==> src/rtl/ks_pkg.sv <==
`timescale 1ns/1ps
package ks_pkg;
  localparam int unsigned OFF_STATUS = 'h00;
  localparam int unsigned OFF_CTRL   = 'h04;
  localparam int unsigned OFF_PGM    = 'h08;
  localparam int unsigned OFF_CRC    = 'h0C;
  localparam int unsigned OFF_KEY0   = 'h10;
  localparam int unsigned OFF_ERREN  = 'h34;
  localparam int unsigned OFF_ISR    = 'h38;
  localparam int unsigned OFF_IMR    = 'h3C;
  localparam int unsigned OFF_IER    = 'h40;
  localparam int unsigned OFF_IDR    = 'h44;
  localparam int unsigned OFF_LOCK   = 'h4C;

  localparam logic [31:0] PGM_MAGIC = 32'h757B_DF0D;
  localparam logic [31:0] CRC_POLY  = 32'h82F6_3B78;

  function automatic logic [31:0] crc_step(logic [31:0] c, logic [31:0] d);
    logic [31:0] r;
    r = c ^ d;
    for (int i = 0; i < 32; i++) r = r[0] ? ((r >> 1) ^ CRC_POLY) : (r >> 1);
    return r;
  endfunction
endpackage

==> src/rtl/ks_key_store.sv <==
`timescale 1ns/1ps
module ks_key_store #(
  parameter int unsigned KEY_WORDS = 8,
  parameter bit          WO_WORD8  = 1'b0,
  localparam int unsigned IDX_W    = (KEY_WORDS > 1) ? $clog2(KEY_WORDS) : 1
) (
  input  logic                       clk_i,
  input  logic                       clear_i,
  input  logic                       key_we_i,
  input  logic [IDX_W-1:0]           key_idx_i,
  input  logic                       w8_we_i,
  input  logic [31:0]                wdata_i,
  output logic [KEY_WORDS-1:0][31:0] keys_o,
  output logic [31:0]                word8_o
);
  // no reset: contents are retained across controller reset
  for (genvar i = 0; i < KEY_WORDS; i++) begin : g_key
    always_ff @(posedge clk_i) begin
      if (clear_i) keys_o[i] <= '0;
      else if (key_we_i && key_idx_i == IDX_W'(i)) keys_o[i] <= wdata_i;
    end
  end

  if (WO_WORD8) begin : g_w8_wo
    always_ff @(posedge clk_i) begin
      if (clear_i) word8_o <= '0;
      else if (w8_we_i) word8_o <= wdata_i;
    end
  end else begin : g_w8_rw
    always_ff @(posedge clk_i) begin
      if (w8_we_i) word8_o <= wdata_i;
    end
  end
endmodule

==> src/rtl/ks_crc_engine.sv <==
`timescale 1ns/1ps
module ks_crc_engine #(
  parameter int unsigned KEY_WORDS = 8,
  localparam int unsigned CNT_W    = $clog2(KEY_WORDS + 1)
) (
  input  logic                       clk_i,
  input  logic                       rst_ni,
  input  logic                       start_i,
  input  logic [31:0]                ref_i,
  input  logic [KEY_WORDS-1:0][31:0] keys_i,
  output logic                       busy_o,
  output logic                       done_o,
  output logic                       match_o
);
  import ks_pkg::*;

  logic             busy_q;
  logic [CNT_W-1:0] cnt_q;
  logic [31:0]      acc_q, ref_q, word_sel, acc_nxt;
  logic             last;

  // slot 0 feeds the leading zero word, slot i feeds key i-1
  always_comb begin
    word_sel = '0;
    for (int i = 0; i < KEY_WORDS; i++)
      if (cnt_q == CNT_W'(i + 1)) word_sel = keys_i[i];
  end

  assign acc_nxt = crc_step(acc_q, word_sel);
  assign last    = busy_q && (cnt_q == CNT_W'(KEY_WORDS));

  always_ff @(posedge clk_i or negedge rst_ni) begin
    if (!rst_ni) begin
      busy_q <= 1'b0;
      cnt_q  <= '0;
      acc_q  <= '0;
      ref_q  <= '0;
    end else if (start_i && !busy_q) begin
      busy_q <= 1'b1;
      cnt_q  <= '0;
      acc_q  <= '0;
      ref_q  <= ref_i;
    end else if (busy_q) begin
      acc_q <= acc_nxt;
      cnt_q <= cnt_q + 1'b1;
      if (last) busy_q <= 1'b0;
    end
  end

  assign busy_o  = busy_q;
  assign done_o  = last;
  assign match_o = (acc_nxt == ref_q);
endmodule

==> src/rtl/ks_irq.sv <==
`timescale 1ns/1ps
module ks_irq (
  input  logic clk_i,
  input  logic rst_ni,
  input  logic err_pulse_i,
  input  logic err_en_i,
  input  logic isr_clr_i,
  input  logic unmask_i,
  input  logic mask_i,
  output logic isr_o,
  output logic imr_o,
  output logic irq_o
);
  always_ff @(posedge clk_i or negedge rst_ni) begin
    if (!rst_ni) begin
      isr_o <= 1'b0;
      imr_o <= 1'b1;
    end else begin
      if (err_pulse_i && err_en_i) isr_o <= 1'b1;
      else if (isr_clr_i)          isr_o <= 1'b0;
      if (mask_i)        imr_o <= 1'b1;
      else if (unmask_i) imr_o <= 1'b0;
    end
  end

  assign irq_o = isr_o & ~imr_o;
endmodule

==> src/rtl/keystore_ctrl.sv <==
`timescale 1ns/1ps
module keystore_ctrl #(
  parameter int unsigned ADDR_W    = 8,
  parameter int unsigned KEY_WORDS = 8,
  parameter bit          WO_WORD8  = 1'b0
) (
  input  logic              clk_i,
  input  logic              rst_ni,
  input  logic              wr_en_i,
  input  logic              rd_en_i,
  input  logic [ADDR_W-1:0] addr_i,
  input  logic [31:0]       wdata_i,
  input  logic              err_pulse_i,
  output logic [31:0]       rdata_o,
  output logic              busy_o,
  output logic              irq_o
);
  import ks_pkg::*;

  localparam int unsigned WIDX_W = ADDR_W - 2;
  localparam int unsigned IDX_W  = (KEY_WORDS > 1) ? $clog2(KEY_WORDS) : 1;
  localparam logic [WIDX_W-1:0] W_STATUS = WIDX_W'(OFF_STATUS >> 2);
  localparam logic [WIDX_W-1:0] W_CTRL   = WIDX_W'(OFF_CTRL >> 2);
  localparam logic [WIDX_W-1:0] W_PGM    = WIDX_W'(OFF_PGM >> 2);
  localparam logic [WIDX_W-1:0] W_CRC    = WIDX_W'(OFF_CRC >> 2);
  localparam logic [WIDX_W-1:0] W_KEY0   = WIDX_W'(OFF_KEY0 >> 2);
  localparam logic [WIDX_W-1:0] W_WORD8  = WIDX_W'((OFF_KEY0 >> 2) + KEY_WORDS);
  localparam logic [WIDX_W-1:0] W_ERREN  = WIDX_W'(OFF_ERREN >> 2);
  localparam logic [WIDX_W-1:0] W_ISR    = WIDX_W'(OFF_ISR >> 2);
  localparam logic [WIDX_W-1:0] W_IMR    = WIDX_W'(OFF_IMR >> 2);
  localparam logic [WIDX_W-1:0] W_IER    = WIDX_W'(OFF_IER >> 2);
  localparam logic [WIDX_W-1:0] W_IDR    = WIDX_W'(OFF_IDR >> 2);
  localparam logic [WIDX_W-1:0] W_LOCK   = WIDX_W'(OFF_LOCK >> 2);

  logic [WIDX_W-1:0] widx, key_off;
  logic              wr_ok, hit_key, magic;
  logic              zap, key_we, w8_we, crc_start;
  logic              pgm_q, zero_q, crc_done_q, crc_pass_q, lock_q, erren_q;
  logic              eng_done, eng_match, isr, imr;
  logic [KEY_WORDS-1:0][31:0] keys;
  logic [31:0]       word8, rdata_q;
  logic              unused_addr;

  assign unused_addr = ^addr_i[1:0];
  assign widx    = addr_i[ADDR_W-1:2];
  assign key_off = widx - W_KEY0;
  assign hit_key = (widx >= W_KEY0) && (key_off < WIDX_W'(KEY_WORDS));
  assign magic   = (wdata_i == PGM_MAGIC);
  assign wr_ok   = wr_en_i && !busy_o;

  assign zap       = wr_ok && (((widx == W_CTRL) && wdata_i[0]) || ((widx == W_PGM) && magic));
  assign key_we    = wr_ok && hit_key && pgm_q;
  assign w8_we     = wr_ok && (widx == W_WORD8) && pgm_q && !lock_q;
  assign crc_start = wr_ok && (widx == W_CRC) && pgm_q;

  ks_key_store #(.KEY_WORDS(KEY_WORDS), .WO_WORD8(WO_WORD8)) u_store (
    .clk_i    (clk_i),
    .clear_i  (zap),
    .key_we_i (key_we),
    .key_idx_i(key_off[IDX_W-1:0]),
    .w8_we_i  (w8_we),
    .wdata_i  (wdata_i),
    .keys_o   (keys),
    .word8_o  (word8)
  );

  ks_crc_engine #(.KEY_WORDS(KEY_WORDS)) u_crc (
    .clk_i  (clk_i),
    .rst_ni (rst_ni),
    .start_i(crc_start),
    .ref_i  (wdata_i),
    .keys_i (keys),
    .busy_o (busy_o),
    .done_o (eng_done),
    .match_o(eng_match)
  );

  ks_irq u_irq (
    .clk_i      (clk_i),
    .rst_ni     (rst_ni),
    .err_pulse_i(err_pulse_i),
    .err_en_i   (erren_q),
    .isr_clr_i  (wr_ok && (widx == W_ISR) && wdata_i[0]),
    .unmask_i   (wr_ok && (widx == W_IER) && wdata_i[0]),
    .mask_i     (wr_ok && (widx == W_IDR) && wdata_i[0]),
    .isr_o      (isr),
    .imr_o      (imr),
    .irq_o      (irq_o)
  );

  always_ff @(posedge clk_i or negedge rst_ni) begin
    if (!rst_ni) begin
      pgm_q      <= 1'b0;
      zero_q     <= 1'b0;
      crc_done_q <= 1'b0;
      crc_pass_q <= 1'b0;
      lock_q     <= 1'b0;
      erren_q    <= 1'b0;
    end else begin
      if (wr_ok && (widx == W_PGM) && magic) pgm_q <= 1'b1;
      if (zap) zero_q <= 1'b1;
      else if ((key_we || (w8_we && WO_WORD8)) && (|wdata_i)) zero_q <= 1'b0;
      if (crc_start) begin
        crc_done_q <= 1'b0;
        crc_pass_q <= 1'b0;
      end else if (eng_done) begin
        crc_done_q <= 1'b1;
        crc_pass_q <= eng_match;
      end
      if (!WO_WORD8 && wr_ok && (widx == W_LOCK) && wdata_i[0]) lock_q <= 1'b1;
      if (wr_ok && (widx == W_ERREN)) erren_q <= wdata_i[0];
    end
  end

  always_ff @(posedge clk_i or negedge rst_ni) begin
    if (!rst_ni) rdata_q <= '0;
    else if (rd_en_i) begin
      rdata_q <= '0;
      if (widx == W_STATUS)
        rdata_q <= {22'b0, crc_pass_q, crc_done_q, 3'b0, zero_q, 3'b0, pgm_q};
      else if (widx == W_WORD8 && !WO_WORD8) rdata_q <= word8;
      else if (widx == W_ERREN) rdata_q <= {31'b0, erren_q};
      else if (widx == W_ISR)   rdata_q <= {31'b0, isr};
      else if (widx == W_IMR)   rdata_q <= {31'b0, imr};
      else if (widx == W_LOCK)  rdata_q <= {31'b0, lock_q};
    end else rdata_q <= '0;
  end

  assign rdata_o = rdata_q;
endmodule

==> config.mk <==
export PLATFORM = sky130hd
export DESIGN_NAME = keystore_ctrl
export DESIGN_NICKNAME = d
export VERILOG_FILES = /design/src/rtl/ks_pkg.sv /design/src/rtl/ks_key_store.sv /design/src/rtl/ks_crc_engine.sv /design/src/rtl/ks_irq.sv /design/src/rtl/keystore_ctrl.sv
export SDC_FILE = /design/constraint.sdc
export NUM_CORES = 1
export LEC_CHECK = 0
export BUFFER_PORTS_ARGS = -buffer_cell sky130_fd_sc_hd__buf_2
export CAP_MARGIN = 20
export CORE_MARGIN = 2
export CORE_UTILIZATION = 65
export CTS_CLUSTER_DIAMETER = 80
export DETAILED_ROUTE_END_ITERATION = 16
export PLACE_DENSITY = 0.89
export SYNTH_ARGS = -nofsm -noshare
export SYNTH_HDL_FRONTEND = slang
export SYNTH_SLANG_ARGS = --single-unit
==> constraint.sdc <==
create_clock -name clk_i -period 15.2 [get_ports clk_i]
set_input_delay 3.04 -clock clk_i [delete_from_list [all_inputs] [get_ports clk_i]]
set_output_delay 3.04 -clock clk_i [all_outputs]
set_load 0.01 [all_outputs]
## After elaboration in Yosys (flattened, before gate mapping)

Cells that the tools add are included.

| storage, ports and cells | value |
|---|---|
| flip-flop bits (word level) | 397 |
| latch bits | 0 |
| bits in writable memories | 0 |
| bits in read-only memories | 0 |
| bits of input ports | 45 |
| output and inout port bits | 34 |
| memories kept | 0 |

| operators by class | value |
|---|---|
| add/subtract/negate cells | 2 |
| multipliers | 0 |
| div/mod/pow operators | 0 |
| magnitude comparators | 2 |
| equal/unequal tests | 27 |
| shifts and indexed selects | 0 |
| multiplexer cells | 64 |
| bitwise logic cells | 35 |
| reduce and logical (&&, ||, !) cells | 46 |

Operators by type and width:

| kind | count |
|---|---|
| 32-bit two-way mux | 45 |
| 16-bit NOT with 17-bit output | 32 |
| 1-bit logical AND | 35 |
| 32-bit by 31-bit equality test with 1-bit output, second input constant | 1 |
| 32-bit equality test | 1 |
| 32-bit OR reduction | 1 |
| 32-bit XOR | 1 |
| 6-bit by 4-bit equality test with 1-bit output, second input constant | 4 |
| 6-bit by 5-bit equality test with 1-bit output, second input constant | 3 |
| 1-bit two-way mux | 17 |
| 4-bit by 3-bit equality test with 1-bit output, second input constant | 4 |
| 3-bit equality test, second input constant | 4 |
| 6-bit by 2-bit equality test with 1-bit output, second input constant | 2 |
| 2-bit nonzero test | 5 |
| 4-bit by 2-bit equality test with 1-bit output, second input constant | 2 |
| 4-bit two-way mux | 2 |
| 3-bit by 2-bit equality test with 1-bit output, second input constant | 2 |
| 6-bit by 1-bit equality test with 1-bit output, second input constant | 1 |
| 6-bit by 3-bit greater-or-equal comparator with 1-bit output, second input constant | 1 |
| 6-bit zero test | 1 |
| 6-bit by 4-bit < comparator with 1-bit output, second input constant | 1 |
| 6-bit by 3-bit subtractor with 6-bit output, second input constant | 1 |
| 4-bit by 1-bit adder with 4-bit output, second input constant | 1 |
| 4-bit by 1-bit equality test with 1-bit output, second input constant | 1 |
| other kinds (7) | 8 |

## Depth between registers and ports, before layout

| depth | value |
|---|---|
| depth in word-level cells | 77 |
| gate-level depth with buffers | 30 |
| depth with buffers taken out | 20 |

## Cells and area by module

Synthesis repeated with hierarchy kept, for this count alone.

| second synthesis, totals | value |
|---|---|
| cell total of the unflattened synthesis | 2,171 |
| area total of the unflattened synthesis | 23,411.2 um^2 |

By module, submodules not included:

| module | times used | cells each | area each (um^2) | sequential area each (um^2) |
|---|---|---|---|---|
| ks_key_store | 1 | 938 | 10,978.0 | 6,085.8 |
| ks_crc_engine | 1 | 1,069 | 10,686.5 | 1,726.7 |
| keystore_ctrl | 1 | 156 | 1,664.1 | 950.9 |
| ks_irq | 1 | 8 | 82.6 | 51.3 |

## Worst setup path before layout

No wires, ideal clock.

| path | value |
|---|---|
| kind | register -> register |
| start | reg u_crc.cnt_q[0] |
| end | reg crc_pass_q |
| library setup time | 0.103 ns |
| arrival time | 7.106 ns |
| slack | 7.991 ns |
| stages on the path, launching flop included | 22 |
| period minus slack after synthesis | 7.209 ns |
| cells stage by stage | dfrtp_1 > inv_1 > ha_1 > buf_2 > nor2b_1 > a221oi_1 > o221ai_1 > a221oi_4 > xnor2_2 > xnor3_2 > xnor3_1 > xnor3_1 > xnor2_1 > xnor3_2 > xor2_1 > xor3_1 > xnor3_1 > xnor3_1 > xnor2_1 > o2111ai_1 > or4_1 > o41ai_2 |

| between the ends | value |
|---|---|
| word-level cells in the longest chain between the ends | 65 |
| elaborated cells between the ends (all ways) | 86 |
| classes of those cells | 9 x eq/ne; 42 x mux; 33 x bitwise; 2 x reduce/logical |

Ends and longest elaborated chain:

| what | RTL line | source |
|---|---|---|
| start, declared | ks_crc_engine.sv:18 | `logic [CNT_W-1:0] cnt_q;` |
| start signal, assigned | ks_crc_engine.sv:45 | `cnt_q <= cnt_q + 1'b1;` |
| 4-bit by 1-bit equality test with 1-bit output | ks_crc_engine.sv:26 | `if (cnt_q == CNT_W'(i + 1)) word_sel = keys_i[i];` |
| 32-bit two-way mux (8 in series) | ks_crc_engine.sv:26 |  |
| 32-bit XOR | ks_pkg.sv:20 | `r = c ^ d;` |
| 16-bit NOT with 17-bit output (no line) / 32-bit two-way mux (equally long branches) | - |  |
| 32-bit two-way mux / 16-bit NOT with 17-bit output (equally long branches) | - |  |
| 16-bit NOT with 17-bit output (no line) / 32-bit two-way mux (equally long branches) | - |  |
| 32-bit two-way mux / 16-bit NOT with 17-bit output (equally long branches) (2 in series) | - |  |
| 16-bit NOT with 17-bit output (no line) / 32-bit two-way mux (equally long branches) | - |  |
| (+41 left out) | - |  |
| 16-bit NOT with 17-bit output (no line) / 32-bit two-way mux (equally long branches) | - |  |
| 32-bit two-way mux / 16-bit NOT with 17-bit output (equally long branches) | - |  |
| 16-bit NOT with 17-bit output (no line) / 32-bit two-way mux (equally long branches) | - |  |
| 32-bit two-way mux / 16-bit NOT with 17-bit output (equally long branches) | - |  |
| 32-bit two-way mux | ks_pkg.sv:21 | `for (int i = 0; i < 32; i++) r = r[0] ? ((r >> 1) ^ CRC_POLY) : (r >> 1);` |
| 32-bit equality test | ks_crc_engine.sv:52 | `assign match_o = (acc_nxt == ref_q);` |
| 1-bit two-way mux | keystore_ctrl.sv:106 | `end else if (eng_done) begin` |
| 1-bit two-way mux | keystore_ctrl.sv:103 | `if (crc_start) begin` |
| end signal, assigned | keystore_ctrl.sv:108 | `crc_pass_q <= eng_match;` |
| end, declared | keystore_ctrl.sv:38 | `logic pgm_q, zero_q, crc_done_q, crc_pass_q, lock_q, erren_q;` |

Parallel ways exist; a longest one is shown, timed or not. The select of a mux whose other input is x is not followed.
A chain may end at the register's enable or synchronous reset.

## Final worst setup path

Ends and elaborated chain as after synthesis.

==> summary.md <==
| Metric | Value |
|---|---|
| Clock skew | 16.91 ps |
| Area grow syn2layout | 8.192% |
| Buffers on Ports | 76 |
| Total GRT Usage | 38.84% |
| Crit path cell chain | ha_2 -> buf_4 -> and3b_1 -> buf_4 -> a21oi_1 -> o211a_1 -> a221oi_4 -> xnor2_2 -> xnor3_2 -> xnor3_1 -> xnor3_1 -> xnor2_1 -> xnor3_2 -> xor2_1 -> xor3_1 -> xnor3_1 -> xnor3_1 -> xnor2_1 -> o2111ai_1 -> or4_1 -> o41ai_2 |
| GP Congestion | 0.9424 |
| Post-Syn Instances | 2,588 |
| Hold path cells | 2 |
| Post-synth cell types | 84 |
| R2R cell count | 21 |
| Crit path launch type | register |
| Slew @ Worst Pin | 1175 ps |
| Clk buf depth | 3 |
| Nets | 2,591 |
| Commonest cells after routing, fill and taps aside | nand2_1, a21oi_1, dfxtp_1 |
| # rows | 67 |
| Max cap viols | 0 |
| Setup TNS | 0 ps |
| CP most frequent cell | xnor3_1 |
| Die Wd | 189.4 um |
| Hold Buf Count CTS | 0 |
| Final core occ | 71.69% |
| Minimum clock period | 10,040 ps |
| Crit Path Max Fanout | 46 |
| Part of the cycle the worst path needs | 66.04% |
| CTS Sinks | 397 |
| Status | finished, final reports clean |
| Leak pwr | 9.588 nW |
| Router iterations before antenna repair | 8 |
| Initial antenna violation count | 1 |
| Num CTS Buffers | 39 |
| Final non-filler cell total | 3,018 |
| Core Box Area | 33,700 um^2 |
| Initial Utilization | 66.27% |
| Via count | 19,756 |
| Flops & latches, synth | 397 |
| Chip height | 189.4 um |
| Post-synth ARST share | 27.46% |
| Final Max Slew Viols | 0 |
| Sequential share of the synthesized area | 39.47% |
| Crit Path Class | reg2reg |
| CTS clock-pin slew for the worst setup and hold paths | 60 ps |
| Peak VDD IR | 0.09042 mV |
| Share of layout cells above drive strength 1 | 8.716% |
| Mapped cell area | 22,330 um^2 |
| Ant. Diodes | 0 |
| Pwr/cell area | 87.02 nW/um^2 |
| Postcts setup bufs | 0 |
| Final ANT Viol Nets | 0 |
| CP endpoint kind | register |
| HPWL Detailed | 44,360 um |
| Final Hold Viols | 0 |
| Pin count of the biggest net entering global routing | 258 |
| Critical Path RT | 15,640 ps |
| FMAX | 0.09962 GHz |
| Min-delay worst type | reg2reg |
| Synth Flop Type | dfxtp_1 |
| Total grt overflow | 0 |
| DRT iter0 DRCs | 2,716 |
| Relative slew slack | 21.68% |
| Root buffer cell | clkbuf_16 |
| Synthesized area per cell | 8.629 um^2 |
| Final WS setup | 5162 ps |
| Residual DRC | 0 |
| CTS resizes | 0 |
| Routed WL per cell | 23.06 um |
| WL final | 69,610 um |
| Final setup violation count | 0 |
| Boundary Pins | 79 |
| Vias in the first global route | 19,520 |
| RSZ-0062 raised after global routing | false |
| Pre-CTS WS | 5499 ps |
| CTS tree | built |
| First-pass GRT wire length | 108,100 um |
| Synthesized net count | 2,640 |
| EDFF count, synth | 32 |
| Worst skew pair latency | 550 ps |
| H-tree depth | 2 |
| CP max stage cell | ha_2 |
| Dpl cells | 2,946 |
| Vias per inst | 6.546 |
| Commonest non-fill, non-tap cell in the layout | nand2_1 |
| Worst path max stage delay | 860 ps |
| Arrival @ worst endpoint | 10,480 ps |
| Yosys warns | 0 |
| Die ar. | 35,860 um^2 |
-- worst paths after layout --
kind / from / to / slack [ps]
min reg2reg: u_store.keys_o[71] / u_store.keys_o[71] / 450
max in group asynchronous: rst_ni / u_crc.busy_o / 11280
min in group asynchronous: rst_ni / rdata_o[30] / 2500
max reg2reg: u_crc.cnt_q[0] / crc_pass_q / 5160
max: u_crc.cnt_q[0] / crc_pass_q / 5160
min: u_store.keys_o[71] / u_store.keys_o[71] / 450
-- registers in the layout, summed over array words and instances, names as in the netlist --
name	count
u_store.keys_o	256
u_crc.ref_q	32
u_irq.isr_o	1
rdata_o	32
u_irq.imr_o	1
u_store.word8_o	32
u_crc.busy_o	1
u_crc.cnt_q	4
pgm_q	1
erren_q	1
crc_done_q	1
u_crc.acc_q	32
lock_q	1
crc_pass_q	1
zero_q	1
-- critical path: cells and delay by family, from the launching register on --
| kind | cells | cell delay (ps) |
|---|---|---|
| buffers and inverters | 2 | 1000 |
| xor gates and xnor gates | 11 | 5260 |
| DFF | 1 | 450 |
| AOI/OAI and AO/OA | 5 | 1340 |
| and+or+nand+nor | 2 | 950 |
| adders and majority gates | 1 | 860 |
-- Yosys cell counts, types with 24 or more instances --
library cell / instances / share of area, %
nand2_1: 736 / 12
a21oi_1: 340 / 7.6
dfxtp_1: 256 / 23
xnor2_1: 217 / 8.5
clkbuf_1: 165 / 2.8
dfrtp_1: 108 / 12
xnor3_1: 70 / 7.1
xor2_1: 70 / 2.7
o21ai_0: 63 / 1.4
nor2_1: 43 / 0.72
and3_1: 34 / 0.95
edfxtp_1: 32 / 4.3
nand3b_1: 31 / 1.0
inv_1: 26 / 0.44
buf_2: 24 / 0.54
-- through the flow --
step                      hold WS [ps]  instance area, um^2  total power, mW
final                            451.9                24160            2.102
after global routing             469.9                24160            2.142
after CTS                        450.4                24160            2.093
after detailed placement         441.9                22860            1.132
after global placement           436.9                22860            1.131
after floorplan                  431.2                22330            1.104
-- layer usage --
| layer | vias up | GRT usage (%) | routed length, um | part of all wire [%] |
|---|---|---|---|---|
| li1 | 8628 | - | - | - |
| met5 | - | 0 | 13 | 0.019 |
| met3 | 394 | 9.064 | 9122 | 13 |
| met4 | 2 | 24.21 | 4880 | 7.0 |
| met1 | 9342 | 49.29 | 24240 | 35 |
| met2 | 1390 | 60.26 | 31350 | 45 |
-- final cells by class --
type	instances	area, um^2
multi-input cells	1963	12720
inverters	26	97.59
flip-flops and latches	397	8816
fillers	2369	9539
clock inverters	8	107.6
clock buffers	64	1192
repair buffers	112	665.6
well taps	448	560.5
-- cell families (layout without fill, tap and decap cells) --
| group | after synthesis | after routing | share of synthesized area, % |
|---|---|---|---|
| xor+xnor | 384 | 384 | 20.98 |
| simple gates | 1002 | 1002 | 19.65 |
| mux | 17 | 17 | 0.7788 |
| buf+inv | 228 | 210 | 3.984 |
| flops | 397 | 397 | 39.47 |
| fa+ha+maj | 7 | 7 | 0.3922 |
| compound gates | 553 | 553 | 14.74 |
-- report_power, final --
| part | leakage (nW) | internal, mW | total, mW | switching, mW |
|---|---|---|---|---|
| sequential | 3.78 | 1.06 | 1.06 | 0.00149 |
| clock | 0.637 | 0.573 | 0.990 | 0.417 |
| combinational | 5.17 | 0.0102 | 0.0506 | 0.0404 |
No activity file was read; power rests on OpenSTA's default activity.
